### config.mk
export PLATFORM = sky130hd
export DESIGN_NAME = gpio_irq_bank
export DESIGN_NICKNAME = d
export VERILOG_FILES = /design/src/rtl/gpio_irq_pkg.sv /design/src/rtl/gpio_sync_bank.sv /design/src/rtl/gpio_pin_slot.sv /design/src/rtl/gpio_irq_merge.sv /design/src/rtl/gpio_irq_bank.sv
export SDC_FILE = /design/constraint.sdc
export NUM_CORES = 1
export LEC_CHECK = 0
export BUFFER_PORTS_ARGS = -buffer_cell sky130_fd_sc_hd__buf_4
export CELL_PAD_IN_SITES_DETAIL_PLACEMENT = 0
export CELL_PAD_IN_SITES_GLOBAL_PLACEMENT = 1
export CORE_ASPECT_RATIO = 0.9
export CORE_MARGIN = 2
export CORE_UTILIZATION = 42
export CTS_BUF_LIST = sky130_fd_sc_hd__clkbuf_16
export DETAILED_ROUTE_END_ITERATION = 7
export GPL_TIMING_DRIVEN = 0
export HOLD_SLACK_MARGIN = 0.15
export PLACE_DENSITY_LB_ADDON = 0.1
export SLEW_MARGIN = 25
export SYNTH_ARGS = -nofsm -noshare
export SYNTH_HDL_FRONTEND = slang
export SYNTH_HIERARCHICAL = 1
export SYNTH_SLANG_ARGS = --single-unit
export TNS_END_PERCENT = 50
### constraint.sdc
create_clock -name clk -period 2.2 [get_ports clk]
set_input_delay 0.11 -clock clk [delete_from_list [all_inputs] [get_ports clk]]
set_output_delay 0.11 -clock clk [all_outputs]
set_load 0.005 [all_outputs]
### src/rtl/gpio_irq_pkg.sv
package gpio_irq_pkg;
  localparam int          SLOT_BITS     = 12;
  localparam logic [11:0] OFS_DATA      = 12'h004;
  localparam logic [11:0] OFS_CFG       = 12'h008;
  localparam logic [11:0] OFS_STAT      = 12'h00C;
  localparam logic [2:0]  ROUTE_SUMMARY = 3'd3;

  typedef enum logic [1:0] {
    DET_LEVEL = 2'b00,
    DET_RISE  = 2'b01,
    DET_FALL  = 2'b10,
    DET_BOTH  = 2'b11
  } det_mode_e;

  // Packed MSB first: target [7:5], latch enable [4], mode [3:2], polarity [1], irq enable [0]
  typedef struct packed {
    logic [2:0] target;
    logic       raw_en;
    det_mode_e  mode;
    logic       pol;
    logic       irq_en;
  } pin_cfg_t;
endpackage

### src/rtl/gpio_sync_bank.sv
module gpio_sync_bank #(
  parameter int WIDTH  = 8,
  parameter int STAGES = 2
) (
  input  logic             clk,
  input  logic             rst,
  input  logic [WIDTH-1:0] d,
  output logic [WIDTH-1:0] q
);
  logic [STAGES-1:0][WIDTH-1:0] pipe;

  always_ff @(posedge clk) begin
    if (rst) begin
      pipe <= '0;
    end else begin
      pipe[0] <= d;
      for (int i = 1; i < STAGES; i++) pipe[i] <= pipe[i-1];
    end
  end

  assign q = pipe[STAGES-1];
endmodule

### src/rtl/gpio_pin_slot.sv
module gpio_pin_slot
  import gpio_irq_pkg::*;
(
  input  logic       clk,
  input  logic       rst,
  input  logic       level_in,
  input  logic       wr_data,
  input  logic       wr_cfg,
  input  logic       wr_stat,
  input  logic [7:0] wdata,
  output logic       drive_q,
  output pin_cfg_t   cfg_q,
  output logic       status_q,
  output logic       irq_req
);
  logic prev_q;
  logic hit;

  always_comb begin
    hit = 1'b0;
    case (cfg_q.mode)
      DET_LEVEL: hit = (level_in == cfg_q.pol);
      DET_RISE:  hit = level_in & ~prev_q;
      DET_FALL:  hit = ~level_in & prev_q;
      DET_BOTH:  hit = level_in ^ prev_q;
    endcase
  end

  always_ff @(posedge clk) begin
    if (rst) begin
      prev_q   <= 1'b0;
      drive_q  <= 1'b0;
      cfg_q    <= '0;
      status_q <= 1'b0;
    end else begin
      prev_q <= level_in;
      if (wr_data) drive_q <= wdata[1];
      if (wr_cfg)  cfg_q   <= pin_cfg_t'(wdata);
      if (cfg_q.raw_en && hit)       status_q <= 1'b1;
      else if (wr_stat && !wdata[0]) status_q <= 1'b0;
    end
  end

  assign irq_req = status_q & cfg_q.irq_en & (cfg_q.target == ROUTE_SUMMARY);

  assert_latch_gate_R6: assert property (@(posedge clk) disable iff (rst)
    $rose(status_q) |-> $past(cfg_q.raw_en));
  assert_clear_source_R7: assert property (@(posedge clk) disable iff (rst)
    $fell(status_q) |-> $past(wr_stat));
  assert_level_relatch_R4: assert property (@(posedge clk) disable iff (rst)
    (cfg_q.mode == DET_LEVEL && cfg_q.raw_en && level_in == cfg_q.pol) |=> status_q);
  assert_rise_latch_R5: assert property (@(posedge clk) disable iff (rst)
    (cfg_q.mode == DET_RISE && cfg_q.raw_en && level_in && !prev_q) |=> status_q);
endmodule

### src/rtl/gpio_irq_merge.sv
module gpio_irq_merge #(
  parameter int N = 8
) (
  input  logic         clk,
  input  logic         rst,
  input  logic [N-1:0] req,
  output logic         irq_q
);
  always_ff @(posedge clk) begin
    if (rst) irq_q <= 1'b0;
    else     irq_q <= |req;
  end
endmodule

### src/rtl/gpio_irq_bank.sv
module gpio_irq_bank
  import gpio_irq_pkg::*;
#(
  parameter int NUM_PINS    = 6,
  parameter int SYNC_STAGES = 2,
  localparam int PIN_BITS   = (NUM_PINS > 1) ? $clog2(NUM_PINS) : 1,
  localparam int ADDR_W     = SLOT_BITS + PIN_BITS
) (
  input  logic                clk,
  input  logic                rst,
  input  logic [NUM_PINS-1:0] pin_in,
  output logic [NUM_PINS-1:0] pin_out,
  input  logic                bus_sel,
  input  logic                bus_wr,
  input  logic [ADDR_W-1:0]   bus_addr,
  input  logic [31:0]         bus_wdata,
  output logic [31:0]         bus_rdata,
  output logic                irq_out
);
  logic [PIN_BITS-1:0]  pin_idx;
  logic [11:0]          ofs;
  logic                 idx_ok;
  logic [NUM_PINS-1:0]  sync_v, drive_v, stat_v, req_v;
  pin_cfg_t             cfg_v [NUM_PINS];
  logic [31:0]          rd_word;
  logic                 unused_wdata;

  assign pin_idx      = bus_addr[ADDR_W-1:SLOT_BITS];
  assign ofs          = bus_addr[SLOT_BITS-1:0];
  assign idx_ok       = (32'(pin_idx) < NUM_PINS);
  assign unused_wdata = ^bus_wdata[31:8];

  gpio_sync_bank #(.WIDTH(NUM_PINS), .STAGES(SYNC_STAGES)) u_sync (
    .clk(clk), .rst(rst), .d(pin_in), .q(sync_v)
  );

  for (genvar p = 0; p < NUM_PINS; p++) begin : g_pin
    logic hit_p;
    assign hit_p = bus_sel && bus_wr && idx_ok && (pin_idx == PIN_BITS'(p));
    gpio_pin_slot u_slot (
      .clk      (clk),
      .rst      (rst),
      .level_in (sync_v[p]),
      .wr_data  (hit_p && ofs == OFS_DATA),
      .wr_cfg   (hit_p && ofs == OFS_CFG),
      .wr_stat  (hit_p && ofs == OFS_STAT),
      .wdata    (bus_wdata[7:0]),
      .drive_q  (drive_v[p]),
      .cfg_q    (cfg_v[p]),
      .status_q (stat_v[p]),
      .irq_req  (req_v[p])
    );
  end

  always_comb begin
    rd_word = '0;
    if (idx_ok) begin
      for (int p = 0; p < NUM_PINS; p++) begin
        if (pin_idx == PIN_BITS'(p)) begin
          case (ofs)
            OFS_DATA: rd_word = {30'b0, drive_v[p], sync_v[p]};
            OFS_CFG:  rd_word = {24'b0, cfg_v[p]};
            OFS_STAT: rd_word = {31'b0, stat_v[p]};
            default:  rd_word = '0;
          endcase
        end
      end
    end
  end

  always_ff @(posedge clk) begin
    if (rst)                   bus_rdata <= '0;
    else if (bus_sel && !bus_wr) bus_rdata <= rd_word;
    else                       bus_rdata <= '0;
  end

  gpio_irq_merge #(.N(NUM_PINS)) u_merge (
    .clk(clk), .rst(rst), .req(req_v), .irq_q(irq_out)
  );

  assign pin_out = drive_v;

  assert_unmapped_read_R9: assert property (@(posedge clk) disable iff (rst)
    $past(bus_sel && !bus_wr && !idx_ok) |-> (bus_rdata == '0));
  assert_irq_source_R8: assert property (@(posedge clk) disable iff (rst)
    irq_out |-> $past(|stat_v));
endmodule

# ---- Yosys cells after proc, flatten, opt, wreduce, memory -nomap -nowiden
# Index checks and enable logic that the tools add are counted.
dict set report op_classes {
  bitwise 44
  n_lt_le_gt_ge 1
  eq_ne 38
  mux 30
  n_reduce_logical 56
}
# operator n
set op_table {}
lappend op_table {{two-way mux 32 bit} 5}
lappend op_table {{one-hot mux 8 bit (3 select lines)} 6}
lappend op_table {{logical AND 1 bit} 39}
lappend op_table {{AND 1 bit} 24}
lappend op_table {{equality test 12 x 4 -> 1 bit (second input constant)} 2}
lappend op_table {{equality test 2 bit (second input constant)} 12}
lappend op_table {{equality test 3 x 2 -> 1 bit (second input constant)} 8}
lappend op_table {{one-hot mux 1 bit (4 select lines)} 6}
lappend op_table {{inverter 1 bit} 14}
lappend op_table {{equality test 12 x 3 -> 1 bit (second input constant)} 1}
lappend op_table {{equality test 2 x 1 -> 1 bit (second input constant)} 6}
lappend op_table {{logical NOT 2 bit} 6}
lappend op_table {{two-way mux 1 bit} 12}
lappend op_table {{nonzero test 2 bit} 6}
lappend op_table {{two-way mux 8 bit} 1}
lappend op_table {{equality test 1 bit} 6}
lappend op_table {{equality test 3 bit (second input constant)} 2}
lappend op_table {{OR reduction 6 bit} 1}
lappend op_table {{XOR 1 bit} 6}
lappend op_table {{equality test 3 x 1 -> 1 bit (second input constant)} 1}
lappend op_table {{logical NOT 3 bit} 1}
lappend op_table {{less-than comparator 3 bit (second input constant)} 1}
lappend op_table {{OR reduction 3 bit} 1}
lappend op_table {{logical NOT 1 bit} 2}
dict set report totals {
  output_inout_bits 39
  regBits 111
}

# ---- Logic depth before layout (Yosys ltp)
# Gate-level depths: netlist (run 1).
dict set report logic_depth {
  word_depth 8
  mapped_depth 9
}

# ---- By module
# Netlist (run 1), hierarchy kept.
# mod n_inst seq_area_each_um2 cells_each area_per_inst_um2
set by_module_without_submodules {}
lappend by_module_without_submodules {gpio_pin_slot 6 220.2 49 485.5}
lappend by_module_without_submodules {gpio_irq_bank 1 160.2 152 1201.2}
lappend by_module_without_submodules {gpio_sync_bank 1 240.2 31 411.6}
lappend by_module_without_submodules {gpio_irq_merge 1 20.0 4 35.0}

# ---- Worst setup path after synthesis (run 1)
# Ideal clock, no wire load.
dict set report synth_path {
  path_kind {input to register}
  from {in bus_addr[9]}
  to {reg g_pin[4].u_slot.status_q}
  arrival_ns 1.789
  cell_stages 7
  path_buffers 0
  slack_ns 0.285
  path_cell_list {or4_4 -> nor3_2 -> nand3_1 -> nor2_1 -> nor2b_1 -> o221a_1 -> a211oi_2}
}
dict set report synth_via {
  elab_chain_len 4
}
# item line
set synth_lines {}
lappend synth_lines {{start: declaration} gpio_irq_bank.sv:15} ;# input logic [ADDR_W-1:0] bus_addr,
lappend synth_lines {{equality test 12 x 4 -> 1 bit} gpio_irq_bank.sv:46} ;# .wr_stat (hit_p && ofs == OFS_STAT),
lappend synth_lines {{logical AND 1 bit} gpio_irq_bank.sv:46}
lappend synth_lines {{logical AND 1 bit} gpio_pin_slot.sv:40} ;# else if (wr_stat && !wdata[0]) status_q <= 1'b0;
lappend synth_lines {{nonzero test 2 bit (no source line)} --}
lappend synth_lines {{end signal: assignment} gpio_pin_slot.sv:34} ;# status_q <= 1'b0;
lappend synth_lines {{end signal: assignment} gpio_pin_slot.sv:39} ;# if (cfg_q.raw_en && hit) status_q <= 1'b1;
lappend synth_lines {{end signal: assignment} gpio_pin_slot.sv:40}
lappend synth_lines {{end: declaration} gpio_pin_slot.sv:13} ;# output logic status_q,
# No other way between the ends.
# A chain may end at the register's enable or synchronous reset.

# ---- Worst setup path after layout (run 1)
dict set report layout_path {
  from {in bus_addr[9]}
  to {reg g_pin[3].u_slot.status_q}
}
dict set report layout_via {
  elab_chain_len 4
}
# item line
set layout_lines {}
lappend layout_lines {{equality test 12 x 4 -> 1 bit} gpio_irq_bank.sv:46}
lappend layout_lines {{logical AND 1 bit} gpio_irq_bank.sv:46}
lappend layout_lines {{logical AND 1 bit} gpio_pin_slot.sv:40}
lappend layout_lines {{nonzero test 2 bit (no source line)} --}
lappend layout_lines {{end signal: assignment} gpio_pin_slot.sv:34}
lappend layout_lines {{end signal: assignment} gpio_pin_slot.sv:39}
lappend layout_lines {{end signal: assignment} gpio_pin_slot.sv:40}
lappend layout_lines {{end: declaration} gpio_pin_slot.sv:13}
# No other way between the ends.

==> impl_metrics.ini, run 1 <==
[worst_setup_path]
crit_required_ns = 2.42
cp_data_arrival_time_ns = 2.21
critical_path_class = primary input to register
timing.critical_path.to_type = register
crit_path_max_fanout = 9
kind_of_start_point_of_the_critical_path = primary input

[clock_network]
buffer_type_at_the_clock_tree_root = clkbuf_16
clockBufferDepth = 2
tritoncts = yes
numCtsBuffers = 9
clock_sink_count = 87
htreeDepth = 3
buffers_inserted_by_post_cts_timing_repair = 0
worstSkewPairLatency_ns = 0.34
cts.reportedPaths.clkPinSlew_ns = 0.06

[cells_and_area]
layout-drive-gt1-share_pct = 26.9
mostFrequentLayoutCells = nor2_1 (96), dfxtp_1 (87), buf_4 (76), mux2i_1 (56), inv_1 (27)
nNetsFinal = 645
mostFrequentLayoutCell = nor2_1
postLayoutCellArea_um2 = 5630
number_of_fill_cells_in_the_layout = 992
layout-area-overhead-vs-synth_pct = 23.4
num_antenna_cells = 0

[global_route]
grt_antenna_before_repair = 0
first_global_vias = 3388
grt_start_max_net_pins = 18
track_usage_pct = 21.5
grt.overflow.total = 0
global_route_wire_length_before_repair_um = 18800

[power_and_ir_drop]
maximum_vdd_drop_mv = 0.503
net-switching-power_mw = 0.793
power_frac_seq_pct = 45.4
power.leakage_nw = 2.18
fin_total_pwr_mw = 3.50
clkPwrFrac_pct = 46.2
internal_power_mw = 2.71
power_density_nw_per_um2 = 623
combinational_power_share_pct = 8.4
netSwitchingFraction_pct = 22.6

[detailed_routing]
drc = 0
drt_first_pass_iters = 4
dr_vias = 3595
detail_routed_via_count_per_cell = 5.04
postRouteAntennaNets = 0
drt_iter0_markers = 195
wire_per_inst_um = 16.7
route.final.wire_length_um = 12000

[synth]
async_flop_share_pct = 0
synth_xor_area_share_pct = 1.15
synth_edf_count = 0
postSynthAreaPerCell_um2 = 9.48
combinational_family_with_the_most_area_after_synthesis = simple AND/OR/NAND/NOR gates
synth_seq_area_share_pct = 38.2
synth_largest_area_cell = dfxtp_1
ys_seq_elements = 87
synth_largest_type_area_fraction_pct = 38.2
synthDistinctLibCells = 48
syn-cell-area_um2 = 4560
synth_compound_gate_area_share_pct = 10.0
synth_simple_gate_area_share_pct = 19.8
synth_flop_cell = dfxtp_1
synthAdderAreaFrac_pct = 3.29
syn-instance-count = 481
synth.yosys.warnings = 6
netlist_top_cells_area = dfxtp_1 (38%), mux2i_1 (12%), nor2_1 (7.9%), buf_4 (4.9%), ha_1 (3.3%)
synth.area.mux_share_pct = 18.2

[run_status]
run_status = finished clean

[sta]
finalCritPeriodShare_pct = 90.1
worst_setup_slack_final_ns = 0.217
setup_viol_count_final = 0
rsz0062_at_grt = false
period_minus_slack_ns = 1.98
finalHoldViolCount = 0
relSlewSlack_pct = 55.0
maxSlewViolCount = 0
fmax_mhz = 504
worst-slew-pin-transition_ns = 0.666
clock_skew_ns = 0.00477

[floorplan]
floorplan.initialDensity_pct = 42.5
core_box_area_um2 = 10700
num_rows = 36
io_pins = 96
die_area_um2 = 11700
die_wd_um = 114
fp.dieH_um = 103

[placement]
preCtsSetupSlack_ns = -0.320
place.port_buffers = 46
hpwlAfterDp_um = 8870
place_congestion = 0.885
detailed_place.area_um2 = 5160

[job]
drv.max_cap_violation_count = 0

[min_path]
worstHoldPathType = primary input to register
## final timing paths
kind                                               start  depth (start not counted)                        to  slack [ns]
worst max-delay path                         bus_addr[9]                          8  g_pin[3].u_slot/status_q        0.22
worst min-delay path                        bus_addr[12]                          4              bus_rdata[1]        0.22
worst max register to register  g_pin[1].u_slot/status_q                          5              bus_rdata[0]        0.63
worst min register to register            u_sync/pipe[2]                          1               u_sync/q[2]        0.43
## worst max-delay path, cell delays in order
cell,delay [ns]
buf_4,0.11
or4_4,0.56
nor3_4,0.42
nand3_1,0.34
nor2_1,0.17
nor2b_1,0.23
o221a_1,0.23
a211oi_2,0.04
## cells by family (layout without fill, tap and decap cells)
kind of cell / after synthesis / count (layout)
AOI/OAI and AO/OA: 50 / 50
xor gates and xnor gates: 6 / 6
adders and majority gates: 12 / 12
buffers and inverters: 78 / 155
DFF: 87 / 87
muxes: 74 / 74
other: 1 / 24
and+or+nand+nor: 173 / 173
## power by group through the flow
stage,Clock [mW],Sequential (mW),Combinational [mW]
5_1_grt,1.73,1.59,0.324
3_5_place_dp,0,1.63,0.273
3_3_place_gp,0,1.63,0.271
4_1_cts,1.65,1.59,0.294
2_1_floorplan,0,1.63,0.157
6_report,1.62,1.59,0.296
## cell usage after synthesis, types with 2 or more instances
cell / n
nor2_1: 96
and3_1: 2
a32oi_1: 2
xor2_1: 6
and4_1: 3
o221a_1: 6
clkbuf_1: 13
or4_4: 2
nand3_1: 8
nand4_1: 8
o31ai_2: 6
or2b_1: 6
mux4_2: 6
a211oi_2: 6
nor2b_4: 2
mux2_2: 12
mux2i_1: 56
a21oi_1: 8
buf_4: 30
a22oi_1: 6
nand2_1: 7
and2b_2: 3
o211ai_1: 3
inv_1: 27
dfxtp_1: 87
a22o_1: 2
buf_2: 7
a221oi_1: 3
nor2b_1: 15
ha_1: 12
nor2b_2: 14
## timing repair
action / in CTS / in global routing
endpoints found under the setup margin: 0 / 43
gates resized for setup: 0 / 3
endpoints found under the hold margin: 44 / 0
hold buffers: 15 / 0
## layer usage
metal / vias to the layer above / global-route usage (%) / routed length, µm
met5: - / 0 / 0
met4: 0 / 5.91 / 182
met1: 1695 / 28.9 / 5500
li1: 1786 / - / -
met3: 12 / 6.00 / 774
met2: 102 / 34.4 / 5500
## stage by stage
step	setup TNS (ns)	hold WS (ns)	utilization [%]	instances
3_5_place_dp	-12.06	0.331	48.1	683
6_report	0	0.215	52.5	714
4_1_cts	0	0.208	52.4	714
5_1_grt	0	0.243	52.5	714
2_1_floorplan	0	0.175	-	504
3_3_place_gp	-15.81	0.322	48.1	683
## layout make-up
cell class	count	area (µm²)	share of cell area, %
well taps	133	166	2.96
clock inverters	7	87.6	1.56
inverters	27	101	1.80
repair buffers	61	495	8.80
multi-input cells	339	2490	44.2
clock buffers	9	225	4.00
plain buffers	51	322	5.71
flip-flops and latches	87	1740	30.9
## flip-flops by register name (all words and copies together), names as in the netlist
register and cells:
bus_rdata 8, g_pin.u_slot/drive_q 6, u_sync/pipe 6, g_pin.u_slot/prev_q 6, g_pin.u_slot/status_q 6, u_sync/q 6
u_merge/irq_q 1, g_pin.u_slot/cfg_q 48
Power figures use the tool's default switching activity.
==> inputs of run 2 (changes only) <==
--- a/config.mk
+++ b/config.mk
@@ -10,7 +10,7 @@
 export CELL_PAD_IN_SITES_GLOBAL_PLACEMENT = 1
 export CORE_ASPECT_RATIO = 0.9
 export CORE_MARGIN = 2
-export CORE_UTILIZATION = 42
+export CORE_UTILIZATION = 38
 export CTS_BUF_LIST = sky130_fd_sc_hd__clkbuf_16
 export DETAILED_ROUTE_END_ITERATION = 7
 export GPL_TIMING_DRIVEN = 0
==> constraint.sdc (replaced) <==
create_clock -name clk -period 1.8 [get_ports clk]
set_input_delay 0.09 -clock clk [delete_from_list [all_inputs] [get_ports clk]]
set_output_delay 0.09 -clock clk [all_outputs]
set_load 0.005 [all_outputs]
==> impl_metrics.ini, run 2 (synthesized netlist as in run 1, its figures left out) <==
[floorplan]
die_area_um2 = 12900
fp.dieH_um = 108
die_wd_um = 119
core_box_area_um2 = 11600
floorplan.initialDensity_pct = 39.4
io_pins = 96
num_rows = 37

[placement]
hpwlAfterDp_um = 9170
place.detailed.instances = 706
place.port_buffers = 46
place_congestion = 0.904
detailed_place.area_um2 = 5190
preCtsSetupSlack_ns = -0.519

[sta]
relSlewSlack_pct = 61.6
maxSlewViolCount = 0
period_minus_slack_ns = 1.80
finalHoldViolCount = 0
setup_viol_count_final = 0
worst_setup_slack_final_ns = 0.00331
hold_ws_ns = 0.223
rsz0062_at_grt = true
finalCritPeriodShare_pct = 99.8
clock_skew_ns = 0.00676
fmax_mhz = 557
worst-slew-pin-transition_ns = 0.576

[cells_and_area]
layout-drive-gt1-share_pct = 28.0
mostFrequentLayoutCells = nor2_1 (96), dfxtp_1 (87), buf_4 (81), mux2i_1 (56), inv_1 (28)
largestRegisters = g_pin.u_slot/cfg_q x48, bus_rdata x8
layout-area-overhead-vs-synth_pct = 24.8
number_of_fill_cells_in_the_layout = 1127
nNetsFinal = 647
max_flop_register = g_pin.u_slot/cfg_q
finalNonFillerCells = 739
flip_flop_count_of_the_largest_register_all_copies_and_words_added = 48
num_antenna_cells = 0
mostFrequentLayoutCell = nor2_1
postLayoutCellArea_um2 = 5690

[detailed_routing]
drt_iter0_markers = 164
drc = 0
detail_routed_via_count_per_cell = 4.84
wire_per_inst_um = 16.4
route.final.wire_length_um = 12100
drt_first_pass_iters = 4
dr_vias = 3575
postRouteAntennaNets = 0

[run_status]
run_status = finished clean

[clock_network]
htreeDepth = 3
clockBufferDepth = 2
clock_sink_count = 87
tritoncts = yes
worstSkewPairLatency_ns = 0.34
buffer_type_at_the_clock_tree_root = clkbuf_16
numCtsBuffers = 9
cts.reportedPaths.clkPinSlew_ns = 0.06

[global_route]
grt_start_max_net_pins = 18
grt.overflow.total = 0
global_route_wire_length_before_repair_um = 19500
grt_antenna_before_repair = 0
first_global_vias = 3589
track_usage_pct = 19.7

[power_and_ir_drop]
maximum_vdd_drop_mv = 0.532
power.leakage_nw = 2.19
power_density_nw_per_um2 = 726

[worst_setup_path]
crit_path_max_fanout = 6
cp_data_arrival_time_ns = 2.01
crit_required_ns = 2.01
critical_path_class = primary input to register
kind_of_start_point_of_the_critical_path = primary input
critical_path.cell_chain = buf_4, or4_4, nor3_4, nand3_2, nor2_1, nor2b_1, o221a_1, a211oi_2
worst_path_largest_cell_delay_ns = 0.56
timing.critical_path.to_type = register
crit_slowest_cell = or4_4

[job]
drv.max_cap_violation_count = 0

[min_path]
worstHoldPathType = primary input to register
run 2: metal layers:
layer / share of wire (%) / routed length [µm] / GRT usage [%]
met5: 0 / 0 / 0
met4: 1.4 / 172 / 5.13
met3: 6.6 / 801 / 3.85
met2: 46 / 5540 / 32.2
met1: 46 / 5630 / 27.0
run 2: stage by stage:
step	utilization, %	total power, mW	setup TNS [ns]
after floorplan	-	2.18	0
after global placement	44.9	2.32	-27.11
after detailed placement	44.9	2.32	-26.90
after CTS	48.9	4.18	0
after global routing	49.2	4.29	-0.226
final	49.2	4.13	0
run 2: final cells by class:
type                    instances  area (µm²)  area share (%)
plain buffers                  51         340            5.98
clock buffers                   9         225            3.96
clock inverters                 7        65.1            1.14
inverters                      27         101            1.78
multi-input cells             339        2510            44.1
flip-flops and latches         87        1740            30.6
well taps                     156         195            3.43
repair buffers                 63         510            8.97
run 2: where the power goes:
group | switching, mW | leakage [nW] | total, mW | internal [mW]
registers | 0.00487 | 0.704 | 1.95 | 1.94
clock network | 0.764 | 0.136 | 1.83 | 1.06
logic | 0.192 | 1.35 | 0.361 | 0.169
run 2: repair_timing:
item | 4_1_cts | 5_1_grt
hold buffers | 15 | 0
endpoints found under the hold margin | 62 | 0
gates cloned | 0 | 0
gates resized for setup | 2 | 19
endpoints found under the setup margin | 54 | 54
pin swaps | 1 | 1
buffers inserted | 2 | 0
run 2: worst paths after layout:
check / from / endpoint / slack, ns / cells past startpoint
setup / recovery: bus_addr[9] / g_pin[3].u_slot/status_q / 0.003 / 8
hold / removal: bus_addr[12] / bus_rdata[1] / 0.22 / 4
setup reg to reg: g_pin[1].u_slot/status_q / bus_rdata[0] / 0.25 / 5
hold reg to reg: u_sync/pipe[0] / u_sync/q[0] / 0.44 / 1
run 2: critical path, delay by kind of cell:
family / cells / cell delay [ns]
and+or+nand+nor: 5 / 1.53
AOI/OAI and AO/OA: 2 / 0.28
buffers and inverters: 1 / 0.11
==> inputs of run 3 (changes only) <==
--- a/config.mk
+++ b/config.mk
@@ -5,7 +5,7 @@
 export SDC_FILE = /design/constraint.sdc
 export NUM_CORES = 1
 export LEC_CHECK = 0
-export BUFFER_PORTS_ARGS = -buffer_cell sky130_fd_sc_hd__buf_4
+export BUFFER_PORTS_ARGS = -buffer_cell sky130_fd_sc_hd__clkbuf_2
 export CELL_PAD_IN_SITES_DETAIL_PLACEMENT = 0
 export CELL_PAD_IN_SITES_GLOBAL_PLACEMENT = 1
 export CORE_ASPECT_RATIO = 0.9
==> impl_metrics.ini, run 3 (synthesized netlist as in run 1, its figures left out) <==
[run_status]
run_status = finished clean

[global_route]
grt_antenna_before_repair = 0
global_route_wire_length_before_repair_um = 19600
grt.overflow.total = 0
track_usage_pct = 20.0
first_global_vias = 3532
grt_start_max_net_pins = 18

[detailed_routing]
drt_iter0_markers = 159
wire_per_inst_um = 16.6
drt_first_pass_iters = 4
dr_vias = 3586
postRouteAntennaNets = 0
route.final.wire_length_um = 12100
detail_routed_via_count_per_cell = 4.91
drc = 0

[floorplan]
die_area_um2 = 12900
num_rows = 37
fp.dieH_um = 108
floorplan.initialDensity_pct = 39.4
io_pins = 96
die_wd_um = 119
core_box_area_um2 = 11600

[job]
drv.max_cap_violation_count = 0

[sta]
worst_setup_slack_final_ns = 0.0831
finalHoldViolCount = 0
clock_skew_ns = 0.00553
worst-slew-pin-transition_ns = 0.583
hold_ws_ns = 0.156
relSlewSlack_pct = 61.1
period_minus_slack_ns = 1.72
maxSlewViolCount = 0
rsz0062_at_grt = true
setup_viol_count_final = 0
fmax_mhz = 582
finalCritPeriodShare_pct = 95.4

[clock_network]
clock_sink_count = 87
clockBufferDepth = 2
buffer_type_at_the_clock_tree_root = clkbuf_16
tritoncts = yes
numCtsBuffers = 9
worstSkewPairLatency_ns = 0.34
htreeDepth = 3
cts.reportedPaths.clkPinSlew_ns = 0.06

[min_path]
hold_depth = 3
hold_path.startpoint = bus_wdata[5]
worstHoldPathType = primary input to register

[power_and_ir_drop]
fin_total_pwr_mw = 4.34
power_density_nw_per_um2 = 783
maximum_vdd_drop_mv = 0.600
power.leakage_nw = 2.15

[cells_and_area]
flip_flop_count_of_the_largest_register_all_copies_and_words_added = 48
num_antenna_cells = 0
max_flop_register = g_pin.u_slot/cfg_q
mostFrequentLayoutCell = nor2_1
mostFrequentLayoutCells = nor2_1 (96), dfxtp_1 (87), mux2i_1 (56), clkbuf_2 (50), buf_4 (34)
layout-drive-gt1-share_pct = 27.8
layout-area-overhead-vs-synth_pct = 21.6
post_route_core_utilization_pct = 47.9
largestRegisters = g_pin.u_slot/cfg_q x48, bus_rdata x8
nNetsFinal = 640

[placement]
hpwlAfterDp_um = 9170
place.port_buffers = 46
preCtsSetupSlack_ns = -0.518
place_congestion = 0.905

[worst_setup_path]
crit_slowest_cell = or4_4
kind_of_start_point_of_the_critical_path = primary input
critical_path.cell_chain = clkbuf_2, or4_4, nor3_4, buf_4, nand2_2, nor2_1, buf_4, mux2i_1, nor2_1
crit_path_max_fanout = 8
critical_path_depth = 9
cp_num_buf_inv = 3
cp_top_family = simple AND/OR/NAND/NOR gates
worst_path_largest_cell_delay_ns = 0.56
cp_data_arrival_time_ns = 1.93
critical_path_class = primary input to register
crit_required_ns = 2.01
reg2reg_depth = 5
reg_to_reg_start = g_pin[1].u_slot/status_q
worst_setup_path_startpoint = bus_addr[9]
timing.critical_path.to_type = register
-- run 3: changes by cell type in the layout (fill, tap and decap cells not counted), sizes merged --
cell / previous run / this run
buf: 83 / 39
bufinv: 1 / 3
clkbuf: 25 / 69
clkinvlp: 3 / 0
dlygate4sd3: 15 / 8
-- run 3: per-stage QoR --
stage               cells  TNS (ns)  instance area, µm²
detailed placement    706    -26.60                5080
global route          731    -0.148                5550
global placement      706    -28.02                5080
CTS                   731         0                5510
finish                731         0                5550
floorplan             504         0                4650
-- run 3: power breakdown --
part	switching, mW	internal, mW	total, mW	leakage, nW
combinational	0.187	0.141	0.328	1.28
clock	0.734	1.33	2.07	0.162
sequential	0.00461	1.94	1.95	0.704
total	0.926	3.42	4.34	2.15
-- run 3: cell type report --
type / count / area (µm²)
buffer: 51 / 352
clock buffer: 9 / 225
clock inverter: 6 / 101
fill: 1170 / 6030
inverter: 27 / 101
multi-input combinational: 339 / 2500
sequential: 87 / 1740
tap: 156 / 195
timing repair buffer: 56 / 325
-- run 3: worst register-to-register path, delay by kind of cell, from the launching register on --
family	cells	cell delay, ns
AOI/OAI and AO/OA	3	0.66
DFF	1	0.34
muxes	1	0.28
and+or+nand+nor	1	0.20
-- run 3: layer usage --
metal | wire (µm) | share of wire [%] | up-vias | track usage (%)
met1 | 5890 | 49 | 1710 | 27.5
met3 | 529 | 4.4 | 11 | 5.12
met5 | 0 | 0 | - | 0
met2 | 5540 | 46 | 77 | 32.1
li1 | - | - | 1788 | -
met4 | 142 | 1.2 | 0 | 4.20
-- run 3: worst paths after layout --
path / endpoint / slack, ns
max: g_pin[1].u_slot/cfg_q[0] / 0.08
min: g_pin[1].u_slot/cfg_q[5] / 0.16
min reg2reg: u_sync/q[0] / 0.43
max reg2reg: bus_rdata[0] / 0.19
-- run 3: timing repair --
item / 4_1_cts / 5_1_grt
buffers inserted: 2 / 0
setup endpoints to repair: 55 / 55
hold buffers: 8 / 0
resized for setup: 2 / 22
endpoints found under the hold margin: 17 / 0
pin swaps: 1 / 1
